**src/rtl/win_irq_pkg.sv**
```systemverilog
package win_irq_pkg;

    typedef enum logic [1:0] {
        ST_IDLE  = 2'd0,
        ST_PEND  = 2'd1,
        ST_ACKED = 2'd2
    } win_state_e;

endpackage

```
**src/rtl/win_qualify.sv**
```systemverilog
module win_qualify #(
    parameter int NUM_ENG = 4,
    parameter int SETTLE  = 2
) (
    input  logic               clk,
    input  logic               rst_n,
    input  logic               eng_run,
    input  logic [NUM_ENG-1:0] eng_busy,
    output logic               safe_q,
    output logic               win_open
);

    logic raw_safe;
    logic safe_d;

    assign raw_safe = eng_run && (eng_busy == '0);

    generate
        if (SETTLE <= 1) begin : g_direct
            always_ff @(posedge clk or negedge rst_n) begin
                if (!rst_n) begin
                    safe_q <= 1'b0;
                end else begin
                    safe_q <= raw_safe;
                end
            end
        end else begin : g_settle
            localparam int CW = $clog2(SETTLE);
            localparam logic [CW-1:0] LAST = CW'(SETTLE - 1);
            logic [CW-1:0] run_cnt;

            always_ff @(posedge clk or negedge rst_n) begin
                if (!rst_n) begin
                    run_cnt <= '0;
                    safe_q  <= 1'b0;
                end else if (!raw_safe) begin
                    run_cnt <= '0;
                    safe_q  <= 1'b0;
                end else if (run_cnt == LAST) begin
                    safe_q  <= 1'b1;
                end else begin
                    run_cnt <= run_cnt + 1'b1;
                end
            end
        end
    endgenerate

    always_ff @(posedge clk or negedge rst_n) begin
        if (!rst_n) begin
            safe_d <= 1'b0;
        end else begin
            safe_d <= safe_q;
        end
    end

    assign win_open = safe_q && !safe_d;

endmodule

```
**src/rtl/win_irq_fsm.sv**
```systemverilog
module win_irq_fsm
    import win_irq_pkg::*;
(
    input  logic clk,
    input  logic rst_n,
    input  logic win_open,
    input  logic safe,
    input  logic clr,
    output logic irq,
    output logic missed
);

    win_state_e state_q;
    win_state_e state_n;
    logic       miss_set;

    // state register
    always_ff @(posedge clk or negedge rst_n) begin
        if (!rst_n) begin
            state_q <= ST_IDLE;
        end else begin
            state_q <= state_n;
        end
    end

    // next state
    always_comb begin
        state_n  = state_q;
        miss_set = 1'b0;
        unique case (state_q)
            ST_IDLE: begin
                if (win_open) begin
                    state_n = ST_PEND;          // T_OPEN, set beats clear
                end
            end
            ST_PEND: begin
                if (!safe) begin
                    state_n  = ST_IDLE;         // T_EXPIRE
                    miss_set = !clr;
                end else if (clr) begin
                    state_n = ST_ACKED;         // T_ACK
                end
            end
            ST_ACKED: begin
                if (!safe) begin
                    state_n = ST_IDLE;          // T_CLOSE
                end
            end
            default: begin
                state_n = ST_IDLE;
            end
        endcase
    end

    // outputs
    always_ff @(posedge clk or negedge rst_n) begin
        if (!rst_n) begin
            missed <= 1'b0;
        end else if (miss_set) begin
            missed <= 1'b1;
        end
    end

    assign irq = (state_q == ST_PEND);

endmodule

```
**src/rtl/win_irq_gen.sv**
```systemverilog
module win_irq_gen #(
    parameter int NUM_ENG = 4,
    parameter int SETTLE  = 2
) (
    input  logic               clk,
    input  logic               rst_n,
    input  logic               eng_run,
    input  logic [NUM_ENG-1:0] eng_busy,
    input  logic               irq_clr,
    output logic               irq,
    output logic               safe_now,
    output logic               win_missed
);

    logic safe_q;
    logic win_open;

    win_qualify #(
        .NUM_ENG(NUM_ENG),
        .SETTLE (SETTLE)
    ) u_qual (
        .clk     (clk),
        .rst_n   (rst_n),
        .eng_run (eng_run),
        .eng_busy(eng_busy),
        .safe_q  (safe_q),
        .win_open(win_open)
    );

    win_irq_fsm u_fsm (
        .clk     (clk),
        .rst_n   (rst_n),
        .win_open(win_open),
        .safe    (safe_q),
        .clr     (irq_clr),
        .irq     (irq),
        .missed  (win_missed)
    );

    assign safe_now = safe_q;

endmodule

```
**config.mk**
```make
export PLATFORM = sky130hd
export DESIGN_NAME = win_irq_gen
export DESIGN_NICKNAME = d
export VERILOG_FILES = /design/src/rtl/win_irq_pkg.sv /design/src/rtl/win_qualify.sv /design/src/rtl/win_irq_fsm.sv /design/src/rtl/win_irq_gen.sv
export SDC_FILE = /design/constraint.sdc
export NUM_CORES = 1
export LEC_CHECK = 0
export ABC_AREA = 1
export BUFFER_PORTS_ARGS = -buffer_cell sky130_fd_sc_hd__buf_2
export CORE_AREA = 2 2 39 41
export CTS_CLUSTER_SIZE = 40
export DETAILED_ROUTE_END_ITERATION = 10
export DIE_AREA = 0 0 41 43
export GPL_ROUTABILITY_DRIVEN = 0
export HOLD_SLACK_MARGIN = 0.1
export PLACE_DENSITY_LB_ADDON = 0.08
export SLEW_MARGIN = 30
export SYNTH_ARGS = -nofsm -noshare
export SYNTH_HDL_FRONTEND = slang
export SYNTH_SLANG_ARGS = --single-unit
```
**constraint.sdc**
```tcl
create_clock -name clk -period 1.65 [get_ports clk]
set_input_delay 0.33 -clock clk [delete_from_list [all_inputs] [get_ports clk]]
set_output_delay 0.33 -clock clk [all_outputs]
set_load 0.01 [all_outputs]
```
Word-level counts from Yosys, hierarchy flattened
Cells that the tools add are included.
- register bits: 6
- latch bits: 0
- memory bits (writable): 0
- ROM bits: 0
- input bits: 8
- output and inout port bits: 3
- word-level logic and storage cells: 30
- memories kept: 0
- add/sub/neg operators: 1
- multiply operators: 0
- divide/modulo/power cells: 0
- $lt $le $gt $ge: 0
- equal/unequal tests: 6
- shifts and indexed selects: 0
- multiplexer cells: 11
- bitwise gates (word level): 0
- reductions and logical operators: 7
- operators by type and width (kind ; number):
    $mux 2 ; 4
    $mux 1 ; 6
    $pmux 2 s3 ; 1
    $logic_not 4->1 ; 1
    $ne 2x2->1 const B ; 2
    $ne 3x3->1 const B ; 1
    $reduce_and 3->1 ; 1
    $eq 2x1->1 const B ; 1
    $eq 2x2->1 const B ; 1
    $logic_and 1x1->1 ; 2
    $logic_not 1->1 ; 2
    $logic_not 2->1 ; 1
    $ne 2x1->1 const B ; 1
    $add 1x1->1 const B ; 1

Longest topological paths before layout
Gate-level depths: netlist (run 1).
- depth in word-level cells: 4
- depth in mapped cells: 4
- gate-level depth less buffers: 4

Cells and area by module
A second synthesis (run 1) with hierarchy kept.
- cell total of the unflattened synthesis: 30
- area, all modules: 250.2 um^2
- modules (own cells, without submodules) (module ; instances ; cells each ; area an instance (um^2) ; sequential area each (um^2)):
    win_irq_fsm ; 1 ; 19 ; 143.9 ; 75.1
    win_qualify ; 1 ; 11 ; 106.4 ; 75.1

Worst setup path before layout (run 1)
OpenSTA, ideal clock, no wires.
- path kind: register to output
- start: reg u_fsm.state_q[1]
- end: out irq
- data arrival time: 540 ps
- required time: 1320 ps
- path slack: 780 ps
- stages on the path, launching flop included: 2
- path buffers: 0
- path through: dfrtp_1 nor2_4
- cells in the longest elaborated chain, start to end: 1
- ends and longest elaborated chain (item ; RTL line ; text):
    from (decl) ; win_irq_fsm.sv:13 ; win_state_e state_q;
    from (signal assigned) ; win_irq_fsm.sv:22 ; state_q <= state_n;
    $eq 2x1->1 ; win_irq_fsm.sv:64 ; assign irq = (state_q == ST_PEND);
    to (decl) ; win_irq_gen.sv:10 ; output logic irq,
Every way passes these cells.

Final worst setup path (run 1)
Same ends and word-level chain as after synthesis.

==> metrics.md, run 1 <==
| Metric | Value |
|---|---|
| Status | finished clean |
| Register area share after synthesis | 60.9% |
| CP peak stage delay | 0.41 ns |
| Mapped Nets | 35 |
| # diodes | 0 |
| Worst hold-check slack | 0.345 ns |
| Met3 usage | 6.28% |
| RR Endpoint | u_fsm.missed |
| Yosys warnings | 0 |
| Synth top area cells | dfrtp_1, inv_1, nand3_1 |
| Number of hold buffers added after cts | 1 |
| Final Skew | 0.00364 ns |
| Wire per inst | 8.21 um |
| Final TNS setup | 0 ns |
| Worst-path maximum fanout | 3 |
| P_sw | 0.0538 mW |
| IR drop worst, VDD | 0.355 mV |
| Initial core utilization | 17.8% |
| Tcrit/Tclk final | 75.2% |
| P_int | 0.238 mW |
| Logic pwr share | 5.2% |
| Largest net degree at the start of global routing | 9 |
| Met1 GRT Util | 10.2% |
| Std-Cell Rows | 14 |
| Mapped Area | 246 sq um |
| Pleak | 0.191 nW |
| Grt total ovfl | 0 |
| Most used DFF post-synth | dfrtp_1 |
| Fin nets | 51 |
| HPWL reported at the end of detailed placement | 390 um |
| Gr usage total | 7.89% |
| Global-route wire length before repair | 910 um |
| Post-synth EDFFs | 0 |
| WP depth | 2 |
| Pwr/cell area | 837 nW/um^2 |
| Crit path to | irq |
| Total power | 0.292 mW |
| Bufs and invs on worst path | 1 |
| Core footprint | 1380 sq um |
| Worst-path cell chain | nor2_4 -> buf_2 |
| Vias in the first global route | 239 |
| FF-to-FF Start | u_qual.safe_q |
| Top cells by instance count after synthesis | dfrtp_1, inv_1, nand3_1, nor2_1, nand2_1 |
| Final WL | 468 um |
| Area delta synth->final | 41.6% |
| Root buffer cell | clkbuf_4 |
| Busiest layer in global routing | met1 |
| Met2 Track Usage GR | 10.0% |
| R2R depth | 3 |
| Die area | 1760 sq um |
| Area leader, netlist | dfrtp_1 |
| Worst-Margin Slew | 0.239 ns |
| CTS Buf Count | 3 |
| Post-route setup slack | 0.409 ns |
| Mapped Cells | 27 |
| Clk sinks | 6 |
| Max Buffers Root-to-Sink | 2 |
| Worst-path cell with the longest stage delay | dfrtp_1 |
| Slew Limit Fails | 0 |
| Setup CP Type | flop to primary output |
| Crit. Startpoint | u_fsm.state_q[1] |
| Routed Antenna Nets | 0 |
| DR iter-0 viols | 3 |
| Arrival time worst endpoint | 0.91 ns |
| Post-Syn Area per Cell | 9.13 sq um |
| CTS tree | done |
| Ratio of cells with drive above 1 in the final layout | 36.6% |
| Clk_lat worst skew | 0.24 ns |
| Synthesized flop and latch total | 6 |
| Netlist cell types | 8 |
| CP delay by family, top | flip-flops |
| Clock Power Share | 44.0% |
| Max Clk Rate | 806 MHz |
| Share of the synthesized area in the top cell type | 60.9% |
| Routed vias/inst | 3.75 |
| Switch share | 18.4% |
| Slew headroom | 84.1% |
| CP Capture Type | primary output |
| I/O pin count | 11 |
| Power share of the sequential group | 50.8% |
| DR DRC count | 0 |
| Non-filler instance count after layout | 57 |
| FFs w/ async S/R, synth | 100% |
| Worst EP required | 1.32 ns |
| H-tree levels | 1 |
| Vias | 214 |
| Hold Path Class | input pin to flop |
| Endpoints failing setup | 0 |
| Initial antenna violation count | 0 |
| Fin crit period | 1.24 ns |
| Die height | 43 um |
| CTS clk-pin slew, worst paths | 0.04 ns |
| DP Worst Slack | 0.662 ns |
| Placed Cells | 53 |
| Worst Setup Start Kind | flop |
| Reg2Reg Setup Slack | 0.86 ns |
| RSZ-0062 raised after global routing | no |
| Max-Cap Viols | 0 |
| Die W | 41 um |
| TritonRoute pass-1 iters | 4 |
| Setup Fix Bufs, Post-CTS | 0 |
| Port Buffer Count | 10 |
| Post-CTS sizing | 0 |
| Final Hold Viols | 0 |
==> cell type report <==
type | count | area [sq um]
Clock buffer | 3 | 22.5
Inverter | 7 | 26.3
Timing Repair Buffer | 11 | 60.1
Fill cell | 152 | 1030
Multi-Input combinational cell | 14 | 70.1
Sequential cell | 6 | 150
Tap cell | 16 | 20.0
==> kinds of logic (layout without fill, tap and decap cells) <==
kind of cell | after synthesis | in the layout | share of synthesized area, %
buf+inv | 7 | 21 | 10.7
simple gates | 14 | 14 | 28.4
flops | 6 | 6 | 60.9
==> worst reg2reg max path: stages (launching register included) <==
cell     delay (ns)
dfrtp_1        0.46
inv_1          0.07
nand3_1        0.09
nand2_1        0.05
==> power groups by stage <==
stage          registers [mW]  clock network (mW)  logic (mW)
2_1_floorplan           0.150                   0     0.00249
3_3_place_gp            0.150                   0      0.0136
3_5_place_dp            0.150                   0      0.0137
4_1_cts                 0.148               0.136      0.0157
5_1_grt                 0.148               0.143      0.0184
6_report                0.148               0.129      0.0153
==> layer usage <==
layer,wire [um],vias to the layer above
met4,0,0
met2,205,11
met5,0,-
met3,50,0
li1,-,110
met1,212,93
==> layout by cell type, fill, tap and decap left out <==
master,instances
buf_2,10
clkbuf_4,3
dfrtp_1,6
dlygate4sd3_1,1
inv_1,6
inv_2,1
nand2_1,3
nand3_1,4
nand4_1,2
nor2_1,4
nor2_4,1
==> metrics by stage <==
| stage | cell area (sq um) | utilization, % |
|---|---|---|
| floorplan | 246 | - |
| global placement | 317 | 22.9 |
| detailed placement | 317 | 22.9 |
| CTS | 349 | 25.2 |
| global route | 349 | 25.2 |
| finish | 349 | 25.2 |
==> worst min path at each step <==
stage	start	endpoint	slack [ns]	cells after the start
2_1_floorplan	rst_n	u_fsm.missed	0.03	0
3_3_place_gp	rst_n	u_qual.safe_d	0.17	1
3_5_place_dp	rst_n	u_qual.safe_d	0.16	1
4_1_cts	eng_run	u_qual.g_settle.run_cnt	0.34	3
5_1_grt	irq_clr	u_fsm.state_q[1]	0.38	3
6_report	eng_run	u_qual.g_settle.run_cnt	0.34	3
==> flip-flops by register name, summed over array words and instances, names as in the netlist <==
name	flops
u_fsm.state_q	2
u_fsm.missed	1
u_qual.g_settle.run_cnt	1
u_qual.safe_d	1
u_qual.safe_q	1
No activity file was read; power rests on OpenSTA's default activity.
==> run 2: changes to the inputs <==
Settings changed: ABC_AREA 1 to 0.
Clock period 1.65 ns to 1 ns, I/O delays scaled along.
==> run 2 against run 1 <==
Effect of this change: the flow now finishes with violations (setup timing); register-to-register slack lost 0.89 ns; non-clock buffer count grew 6; die area is the same; combinational power grew 90%; power grew 70%; area after synthesis shrank 1.0%; design area grew 19%; largest power group unchanged.
==> metrics.md, run 2 <==
| Metric | Value |
|---|---|
| Die W | 41 um |
| Post-synth EDFFs | 0 |
| Max-Cap Viols | 0 |
| Busiest layer in global routing | met2 |
| Total power | 0.497 mW |
| Commonest non-fill, non-tap cell in the layout | buf_2 |
| Non-filler instance count after layout | 52 |
| Filler cells | 141 |
| Fin nets | 46 |
| Grt total ovfl | 0 |
| HPWL reported at the end of detailed placement | 347 um |
| Slew Limit Fails | 0 |
| DR DRC count | 0 |
| Power share of the sequential group | 49.5% |
| Wire per inst | 9.37 um |
| Hold Path Class | input pin to flop |
| Worst Setup Start Kind | flop |
| Mapped Area | 244 sq um |
| Ratio of cells with drive above 1 in the final layout | 66.7% |
| Yosys warnings | 0 |
| Most common cell in the netlist | dfrtp_1 |
| Met2 Track Usage GR | 9.69% |
| Post-route setup slack | -0.0848 ns |
| DR iter-0 viols | 0 |
| Netlist cell types | 11 |
| Share of the synthesized area in the top cell type | 61.5% |
| CTS tree | done |
| Final Util | 30.1% |
| Most used DFF post-synth | dfrtp_1 |
| Worst EP required | 0.80 ns |
| Gr usage total | 7.39% |
| Arrival time worst endpoint | 0.88 ns |
| FFs w/ async S/R, synth | 100% |
| Die area | 1760 sq um |
| Area delta synth->final | 70.8% |
| H-tree levels | 1 |
| Logic pwr share | 5.8% |
| Vias in the first global route | 204 |
| Post-Syn Area per Cell | 15.2 sq um |
| Status | complete, but fails checks |
| Initial antenna violation count | 0 |
| Most flops, register | u_fsm.state_q |
| # diodes | 0 |
| Endpoints failing setup | 4 |
| Synthesized flop and latch total | 6 |
| IR drop worst, VDD | 0.740 mV |
| Met1 GRT Util | 7.92% |
| TritonRoute pass-1 iters | 1 |
| Die height | 43 um |
| Most frequent cells in the layout | buf_2, dfrtp_1, buf_6, buf_4, clkbuf_4 |
| Met3 usage | 6.28% |
| Core footprint | 1380 sq um |
| Mapped Cells | 16 |
| Max reg flops | 2 |
| Routed vias/inst | 3.75 |
| P_int | 0.397 mW |
| RSZ-0062 raised after global routing | yes |
| Violated checks | setup timing |
| Clk_lat worst skew | 0.24 ns |
| Tcrit/Tclk final | 108% |
| Clk sinks | 6 |
| Fin crit period | 1.08 ns |
| Clock Power Share | 44.7% |
| Root buffer cell | clkbuf_4 |
| CP Capture Type | primary output |
| DP Worst Slack | 0.0884 ns |
| I/O pin count | 11 |
| CTS Buf Count | 3 |
| Final Skew | 0.00132 ns |
| Largest net degree at the start of global routing | 7 |
| Worst-Margin Slew | 0.228 ns |
| Final TNS setup | -0.187 ns |
| Port Buffer Count | 10 |
| Area leader, netlist | dfrtp_1 |
| Slew headroom | 84.6% |
| Placed Cells | 43 |
| Global-route wire length before repair | 807 um |
| Final WL | 487 um |
| DP Area | 322 sq um |
| Design area | 417 sq um |
| Pleak | 0.241 nW |
| Final Hold Viols | 0 |
| P_sw | 0.100 mW |
| Routed Antenna Nets | 0 |
| Mapped Nets | 24 |
| Max Buffers Root-to-Sink | 2 |
| Register area share after synthesis | 61.5% |
| CTS clk-pin slew, worst paths | 0.05 ns |
| Setup CP Type | flop to primary output |
| Synth top area cells | dfrtp_1, mux2_4, nor3b_2 |
| Switch share | 20.1% |
| Std-Cell Rows | 14 |
| Worst hold-check slack | 0.192 ns |
| Pwr/cell area | 1190 nW/um^2 |
| Max Clk Rate | 922 MHz |
| Worst-path maximum fanout | 2 |
| Initial core utilization | 17.6% |
| Vias | 195 |
==> run 2: cell count changes after synthesis, moves of 2 or more <==
cell / before / now
nand4_1: 2 / 0
nor2_1: 4 / 1
nand2_1: 3 / 0
nand3_1: 4 / 0
inv_1: 6 / 0
==> run 2: power groups by stage <==
stage	clock network (mW)	registers [mW]	logic [mW]
floorplan	0	0.250	0.00379
global placement	0	0.250	0.0265
detailed placement	0	0.250	0.0268
CTS	0.236	0.246	0.0302
global route	0.248	0.246	0.0339
finish	0.222	0.246	0.0290
==> run 2: timing repair <==
item / CTS / global route
endpoints found under the hold margin: 6 / 0
gates resized for setup: 4 / 1
setup endpoints to repair: 2 / 4
hold buffers: 1 / 0
buffers inserted: 5 / 0
==> run 2: metal layers <==
metal / wire length, um / part of all wire (%)
met5: 0 / 0
met4: 0 / 0
met3: 35 / 7.2
met2: 262 / 54
met1: 189 / 39
==> run 2: path summary, 6_finish.rpt <==
kind,start,endpoint,depth (start not counted),slack (ns)
min in group asynchronous,rst_n,u_fsm.state_q[0],2,0.31
worst max-delay path,u_fsm.state_q[1],irq,2,-0.08
max in group asynchronous,rst_n,u_qual.g_settle.run_cnt,2,0.55
worst max register to register,u_fsm.state_q[0],u_fsm.state_q[0],3,-0.03
worst min-delay path,eng_run,u_qual.safe_q,2,0.19
worst min register to register,u_fsm.missed,u_fsm.missed,1,0.44
==> run 2: cells by family after synthesis <==
logic type | after synthesis | share of synthesized area (%)
and+or+nand+nor | 6 | 21.5
muxes | 1 | 6.15
DFF | 6 | 61.5
AOI/OAI and AO/OA | 3 | 10.8
==> run 2: critical path, stage by stage, from the launching register on <==
cell and delay, ns:
dfrtp_1 0.40, nor2b_4 0.13, buf_6 0.11
==> run 2: layout make-up <==
| class | count | area, sq um | area share [%] |
|---|---|---|---|
| tap | 16 | 20.0 | 4.80 |
| multi-input combinational | 10 | 98.8 | 23.7 |
| timing repair buffer | 17 | 125 | 30.0 |
| clock buffer | 3 | 22.5 | 5.41 |
| sequential | 6 | 150 | 36.0 |
==> run 3: changes to the inputs <==
Clock period 1 ns to 0.9 ns, I/O delays scaled along.
==> run 3 against run 2 <==
Effect of this change: the run still ends with setup timing left; die area is the same; power grew 18%; wire length is 13% higher; sequential power up 11%; clock skew up 0.0044 ns; via count up 6.2%; critical endpoint unchanged.
==> metrics.md, run 3 (synthesis gave the netlist of run 2 again) <==
| Metric | Value |
|---|---|
| Status | complete, but fails checks |
| Violated checks | setup timing |
| Max reg flops | 2 |
| Routed Antenna Nets | 0 |
| Worst EP required | 0.72 ns |
| Crit. Startpoint | u_fsm.state_q[0] |
| Gr usage total | 8.00% |
| Logic pwr share | 6.2% |
| Final WL | 551 um |
| Ratio of cells with drive above 1 in the final layout | 70.3% |
| Endpoints failing setup | 6 |
| Final Util | 31.0% |
| Final Skew | 0.00572 ns |
| Commonest non-fill, non-tap cell in the layout | buf_2 |
| Max Buffers Root-to-Sink | 2 |
| Switch share | 21.6% |
| CTS Buf Count | 3 |
| Worst Setup Start Kind | flop |
| Vias | 207 |
| Placed Cells | 44 |
| Root buffer cell | clkbuf_4 |
| Die W | 41 um |
| Port Buffer Count | 10 |
| Tcrit/Tclk final | 121% |
| Final Hold Viols | 0 |
| Post-route setup slack | -0.185 ns |
| Setup CP Type | flop to primary output |
| Largest net degree at the start of global routing | 7 |
| Design area | 429 sq um |
| Slew Limit Fails | 0 |
| Fin nets | 46 |
| Pwr/cell area | 1370 nW/um^2 |
| Core footprint | 1380 sq um |
| Total power | 0.588 mW |
| Die height | 43 um |
| Grt total ovfl | 0 |
| Vias in the first global route | 227 |
| Initial antenna violation count | 0 |
| Clock Power Share | 47.3% |
| Final TNS setup | -0.558 ns |
| Slew headroom | 83.9% |
| Non-filler instance count after layout | 53 |
| Reg2Reg Setup Slack | -0.11 ns |
| I/O pin count | 11 |
| FF-to-FF Start | u_fsm.state_q[0] |
| CP Capture Type | primary output |
| Wire per inst | 10.4 um |
| RSZ-0062 raised after global routing | yes |
| # diodes | 0 |
| DP Area | 330 sq um |
| CTS tree | done |
| Worst-path maximum fanout | 3 |
| Power share of the sequential group | 46.5% |
| Area delta synth->final | 75.9% |
| DR DRC count | 0 |
| R2R depth | 3 |
| Most frequent cells in the layout | buf_2, dfrtp_1, buf_6, buf_4, clkbuf_4 |
| RR Endpoint | u_fsm.state_q[1] |
| Pleak | 0.242 nW |
| Max Clk Rate | 922 MHz |
| Clk_lat worst skew | 0.25 ns |
| Global-route wire length before repair | 862 um |
| Max-Cap Viols | 0 |
| IR drop worst, VDD | 0.500 mV |
| Die area | 1760 sq um |
| Hold Path Class | input pin to flop |
| Min-delay src | eng_run |
| Worst-Margin Slew | 0.239 ns |
| P_int | 0.461 mW |
| Std-Cell Rows | 14 |
| Most flops, register | u_fsm.state_q |
| Initial core utilization | 17.6% |
| CTS clk-pin slew, worst paths | 0.05 ns |
| H-tree levels | 1 |
| DR iter-0 viols | 1 |
| Fin crit period | 1.09 ns |
| Routed vias/inst | 3.91 |
| Clk sinks | 6 |
| Hold depth | 2 |
| Worst Hold End | u_qual.safe_q |
| Arrival time worst endpoint | 0.91 ns |
| P_sw | 0.127 mW |
| TritonRoute pass-1 iters | 4 |
==> run 3: how the worst max path moves through the flow <==
stage | end | slack [ns]
global route | irq | -0.22
global placement | u_fsm.state_q[0] | -0.02
floorplan | u_fsm.state_q[1] | -0.01
CTS | irq | -0.19
detailed placement | u_fsm.state_q[0] | -0.04
finish | irq | -0.19
==> run 3: through the flow <==
stage	worst slack (ns)	hold slack [ns]
final	-0.185	0.163
after global routing	-0.222	0.165
after CTS	-0.194	0.157
after detailed placement	-0.0377	0.0104
after global placement	-0.0236	0.0145
after floorplan	-0.0118	-0.116
==> run 3: cell type report <==
type,instances,area [sq um]
clock buffer,4,26.3
fill,151,955
timing repair buffer,17,125
multi-input combinational,10,106
sequential,6,151
tap,16,20.0
==> run 3: critical path, stage by stage, from the launching register on <==
cell and delay (ns):
dfrtp_1 0.38, nor2b_4 0.17, buf_6 0.11
==> run 3: routing by layer <==
layer,track usage [%],vias to the layer above,part of all wire (%)
met5,0,-,0
met4,8.00,0,0
met3,3.14,0,5.4
met2,12.2,7,60
met1,7.28,100,34
li1,-,100,-
==> run 3: repair_timing <==
action | CTS | global route
hold endpoints to repair | 6 | 0
resized for setup | 4 | 3
setup endpoints to repair | 5 | 6
setup buffers | 3 | 1
hold buffers | 1 | 0
==> run 3: power groups by stage <==
stage,Clock (mW),Sequential [mW],Combinational [mW]
final,0.278,0.273,0.0366
after global routing,0.307,0.273,0.0414
after CTS,0.290,0.273,0.0334
after detailed placement,0,0.278,0.0294
after global placement,0,0.277,0.0294
after floorplan,0,0.278,0.00422
